--- src/rtl/cascade_timer.sv ---
module cascade_timer #(
  parameter int W = 8,
  parameter logic [W-1:0] A_INIT = '1,
  parameter logic [W-1:0] B_INIT = 1,
  parameter logic [W-1:0] C_INIT = '1
) (
  input  logic         clk,
  input  logic         rst_n,
  input  logic         bus_wr,
  input  logic [1:0]   bus_addr,
  input  logic [W-1:0] bus_wdata,
  output logic [W-1:0] bus_rdata,
  input  logic         sub_ce,
  input  logic         div_ce,
  input  logic         stop_req,
  input  logic         wake_req,
  output logic         tout,
  output logic         tout_en,
  output logic         irq1,
  output logic         irq2,
  output logic         irq3,
  output logic         cpu_clk_en
);
  typedef enum logic [1:0] {RUN = 2'd0, HALT = 2'd1, SETTLE = 2'd2} state_t;

  state_t state;
  logic [5:0]   mode;
  logic [W-1:0] cnt1, cnt2, cnt3, lat1, lat2, lat3;
  logic         tq;

  wire counting = (state != HALT);
  wire wake_go  = (state == HALT) && wake_req;
  wire wr_ok    = bus_wr && cpu_clk_en;
  wire wr_mode  = wr_ok && (bus_addr == 2'd0);
  wire wr_a     = wr_ok && (bus_addr == 2'd1);
  wire wr_b     = wr_ok && (bus_addr == 2'd2);
  wire wr_c     = wr_ok && (bus_addr == 2'd3);

  wire tick1 = counting && (mode[5] ? div_ce : sub_ce);
  assign irq1 = tick1 && (cnt1 == '0);
  wire tick2 = counting && (mode[3] ? div_ce : irq1);
  assign irq2 = tick2 && (cnt2 == '0);
  wire tick3 = counting && (mode[4] ? div_ce : irq1);
  assign irq3 = tick3 && (cnt3 == '0);

  assign cpu_clk_en = (state == RUN);
  assign tout       = tq;
  assign tout_en    = mode[1];

  always_comb begin
    case (bus_addr)
      2'd0:    bus_rdata = {{(W-6){1'b0}}, mode};
      2'd1:    bus_rdata = cnt1;
      2'd2:    bus_rdata = cnt2;
      default: bus_rdata = cnt3;
    endcase
  end

  always_ff @(posedge clk) begin
    if (!rst_n) state <= SETTLE;
    else case (state)
      RUN:     if (stop_req) state <= HALT;
      HALT:    if (wake_req) state <= SETTLE;
      default: if (irq2) state <= RUN;
    endcase
  end

  always_ff @(posedge clk) begin
    if (!rst_n) begin
      mode <= '0;
      tq   <= 1'b1;
    end else if (wr_mode) begin
      mode <= bus_wdata[5:0];
      tq   <= ~bus_wdata[0];
    end else if (irq2 && mode[1]) begin
      tq   <= ~tq;
    end
  end

  always_ff @(posedge clk) begin
    if (!rst_n) begin
      lat1 <= A_INIT; cnt1 <= A_INIT;
    end else if (wake_go) cnt1 <= lat1;
    else if (wr_a) begin
      lat1 <= bus_wdata; cnt1 <= bus_wdata;
    end else if (tick1) cnt1 <= irq1 ? lat1 : cnt1 - 1'b1;
  end

  always_ff @(posedge clk) begin
    if (!rst_n) begin
      lat2 <= B_INIT; cnt2 <= B_INIT;
    end else begin
      if (wr_b) lat2 <= bus_wdata;
      if (wake_go) cnt2 <= lat2;
      else if (wr_b && !mode[2]) cnt2 <= bus_wdata;
      else if (tick2) cnt2 <= irq2 ? lat2 : cnt2 - 1'b1;
    end
  end

  always_ff @(posedge clk) begin
    if (!rst_n) begin
      lat3 <= C_INIT; cnt3 <= C_INIT;
    end else if (wr_c) begin
      lat3 <= bus_wdata; cnt3 <= bus_wdata;
    end else if (tick3) cnt3 <= irq3 ? lat3 : cnt3 - 1'b1;
  end
endmodule


--- config.mk ---
export PLATFORM = sky130hd
export DESIGN_NAME = cascade_timer
export DESIGN_NICKNAME = d
export VERILOG_FILES = /design/src/rtl/cascade_timer.sv
export SDC_FILE = /design/constraint.sdc
export NUM_CORES = 1
export LEC_CHECK = 0
export ABC_AREA = 1
export BUFFER_PORTS_ARGS = -buffer_cell sky130_fd_sc_hd__buf_4
export CORE_MARGIN = 2
export CORE_UTILIZATION = 55
export CTS_CLUSTER_SIZE = 20
export DETAILED_ROUTE_END_ITERATION = 8
export HOLD_SLACK_MARGIN = 0.1
export PLACE_DENSITY = 0.75
export SLEW_MARGIN = 0
export SYNTH_ARGS = -nofsm -noshare
export SYNTH_HDL_FRONTEND = slang
export SYNTH_SLANG_ARGS = --single-unit
--- constraint.sdc ---
create_clock -name clk -period 2.31 [get_ports clk]
set_input_delay 0.231 -clock clk [delete_from_list [all_inputs] [get_ports clk]]
set_output_delay 0.231 -clock clk [all_outputs]
set_load 0.005 [all_outputs]
==> results by group <==
Power
  – PD cells: ~540 nW/µm²
  – Static Leak: 1.97 nW
  – Maximum vdd ir drop: 0.420 mV

Yosys
  – Mapped Area: 3430 µm²
  – EDFF count, synth: 0
  – Simple-Gate Fraction of Synth Area: 32.5%
  – Netlist cell types: 37
  – Sequential element share of the synthesized area: between 30% and 40%
  – Mean Syn Cell Area: 6.84 µm²
  – Ys async rst share: 0%
  – Largest area contributor in the netlist: dfxtp_1
  – Xor/xnor cell area share of the yosys netlist: 3.32%
  – Flops & latches, synth: 57
  – Synth Area in Compound Gates: between 10% and 20%
  – Post-Synth Adder-Cell Area: under 10%
  – Main flop type after synthesis: dfxtp_1
  – Top cells by count, synth: nand2_1, inv_1, dfxtp_1, nand3_1, a21oi_1
  – Largest family of logic cells by synthesized area: simple AND/OR/NAND/NOR gates
  – Synth top area cells: dfxtp_1, nand2_1, nand3_1
  – Ys Warns: 0
  – Yosys top cell area share: 33.3%
  – Synth Net Count: 524
  – Multiplexer area fraction after synthesis: 0%
  – Most frequent cell after synthesis: nand2_1
  – Synthesized instance count: 501

Min path
  – Min-Delay Path Class: in2reg
  – Hold Path Origin: stop_req

Placement
  – Detailed placement HPWL: 6820 µm
  – Gpl congestion: 0.921
  – IO Port Bufs: 30

Critical path
  – CP Capture Type: output port
  – Critical path, cell by cell: inv_1, ha_1, nand2_1, nor2_1, nand2_1, nand2_2, nand3_4, inv_2, buf_4
  – CP arrival: ~1900 ps
  – Most used cell, CP: nand2_1
  – CP startpoint kind: flop
  – Worst path slowest cell: dfxtp_1
  – Crit-path leading delay family: simple AND/OR/NAND/NOR gates
  – Reg-to-Reg End: cnt1[7]
  – Worst-path maximum fanout: 11
  – Worst R2R Setup Slack: ~390 ps
  – Reg2Reg Depth: 11
  – CP Buf/Inv Count: 3
  – Largest stage delay, worst path: approximately 320 ps
  – Critical setup path kind: reg2out
  – Critical path depth: 9
  – Worst flop-to-flop path startpoint: cnt1[0]
  – Critical path launch point: cnt1[0]
  – CP Capture Point: irq2
  – Worst path required time: ~2100 ps

STA
  – Max Slew Vio Count: 0
  – Clk_skew: approximately 6.6 ps
  – Final setup TNS: 0 ps
  – Setup violators final: 0
  – Tightest Pin Transition: between 400 and 500 ps
  – Final worst path period share: 90.4%
  – Final min period: around 2100 ps
  – Slew Limit Headroom: 67.8%
  – Final hold viol count: 0
  – F_max: between 400 and 500 MHz
  – RSZ-0062 raised after global routing: no

Global routing
  – Largest net degree at the start of global routing: 42
  – Antenna violations before repair: 0
  – Total gr overflow: 0
  – First-pass GRT wire length: around 16000 µm
  – Tot GR Track Use: roughly 28%
  – Vias in the first global route: 3312

Routing
  – Initial DRC count: 272
  – DRT Pass-1 Iters: 5
  – Via count: 3452
  – WL final: 9490 µm
  – Post-DRT Antenna Nets: 0
  – Remaining DRCs: 0
  – Avg Vias per Cell: between 5 and 6
  – Avg WL per Cell: 15.6 µm

Cells and area
  – Multi-input gate area: 1960 µm²
  – FILL cells: 571
  – Final nets: 552
  – Final cell utilization of the core: around two thirds
  – Layout cells sized above 1: approximately 14%
  – Layout Area Growth over Synthesis: 13.1%
  – FF/Latch Area: 1140 µm²
  – Ant diodes: 0

CTS
  – Post CTS Setup Buffer Count: 0
  – Max clock buf depth: 2
  – Clock Latency Late Sink: 340 ps
  – Hold-fix buffers, CTS: 0
  – TritonCTS clock tree: built
  – H-tree level count: 3
  – Sink Count: 57
  – Root Driver: clkbuf_8
  – TritonCTS Buffers: 9
  – Clock Pin Slew Worst Setup and Hold Paths: 70 ps

Floorplanning
  – Die height: between 80 and 90 µm
  – Die Area: 6880 µm²
  – Core Region: 5960 µm²
  – Starting Density: 57.5%
  – Die X: 82.9 µm
  – Number of core rows: 28
  – Num ports: 31

Run
  – Maxcap violations: 0

Status
  – Status: finished clean
[state kept, by name, indices dropped and copies added, names as in the netlist]
register / count
cnt3: 8
lat3: 8
lat2: 8
lat1: 8
mode: 6
cnt1: 8
state: 2
tout: 1
cnt2: 8
[layer usage]
| metal | track usage [%] | wire length, µm | vias to the layer above |
|---|---|---|---|
| met1 | 35.9 | 4020 | 1573 |
| met2 | 46.3 | 4350 | 131 |
| met5 | 0 | 0 | - |
| li1 | - | - | 1712 |
| met4 | 12.8 | 410 | 0 |
| met3 | 6.56 | 704 | 36 |
[per-stage QoR]
stage	setup WS, ps	power, mW	instance area (µm²)	hold slack, ps	cells
after floorplan	656	1.11	3430	357	501
after global placement	423	1.19	3670	437	593
after detailed placement	385	1.20	3670	436	593
after CTS	117	2.09	3860	139	609
after global routing	25.4	2.15	3870	140	609
final	222	2.08	3870	149	609
[cell type report]
class	instances	area share (%)
Multi-Input combinational cell	364	50.5
Inverter	63	6.10
Timing Repair Buffer	34	6.59
Clock buffer	14	4.71
Clock inverter	2	0.258
Sequential cell	57	29.4
Tap cell	75	2.42
[worst min path at each step]
stage	end	cells after the start	slack, ps
global route	state[0]	3	140
CTS	state[0]	3	140
floorplan	lat2[0]	2	360
global placement	lat3[7]	2	440
finish	state[0]	3	150
detailed placement	lat3[7]	2	440
[tightest hold or removal path, delay by kind of cell]
kind,cells,cell delay [ps]
AO/OA/AOI/OAI,1,60
AND/OR/NAND/NOR,1,50
buffers and inverters,1,110
[placed cells by master, fill, tap and decap left out, types with 5 or more instances in the layout]
master	netlist	routed
inv_1	59	59
nand2_1	120	120
buf_4	0	34
o21ai_1	18	18
o211ai_1	14	14
ha_1	6	6
nor2_1	27	27
nand3_1	51	51
xor2_1	11	11
clkbuf_8	0	13
nand2_4	5	5
o21ai_0	34	34
dfxtp_1	57	57
a21oi_1	37	37
[cells by family after synthesis]
logic type,count (synthesis)
AOI/OAI and AO/OA,114
xor gates and xnor gates,13
adders and majority gates,6
buffers and inverters,80
DFF,57
and+or+nand+nor,231
[report_power, final]
part           switching (mW)  internal, mW
logic                   0.104        0.0681
registers              0.0112         0.994
clock network           0.400         0.503
[timing repair]
item,4_1_cts,5_1_grt
endpoints found under the hold margin,0,0
endpoints found under the setup margin,0,2
resized for setup,0,2
(Power assumes the default switching activity.)
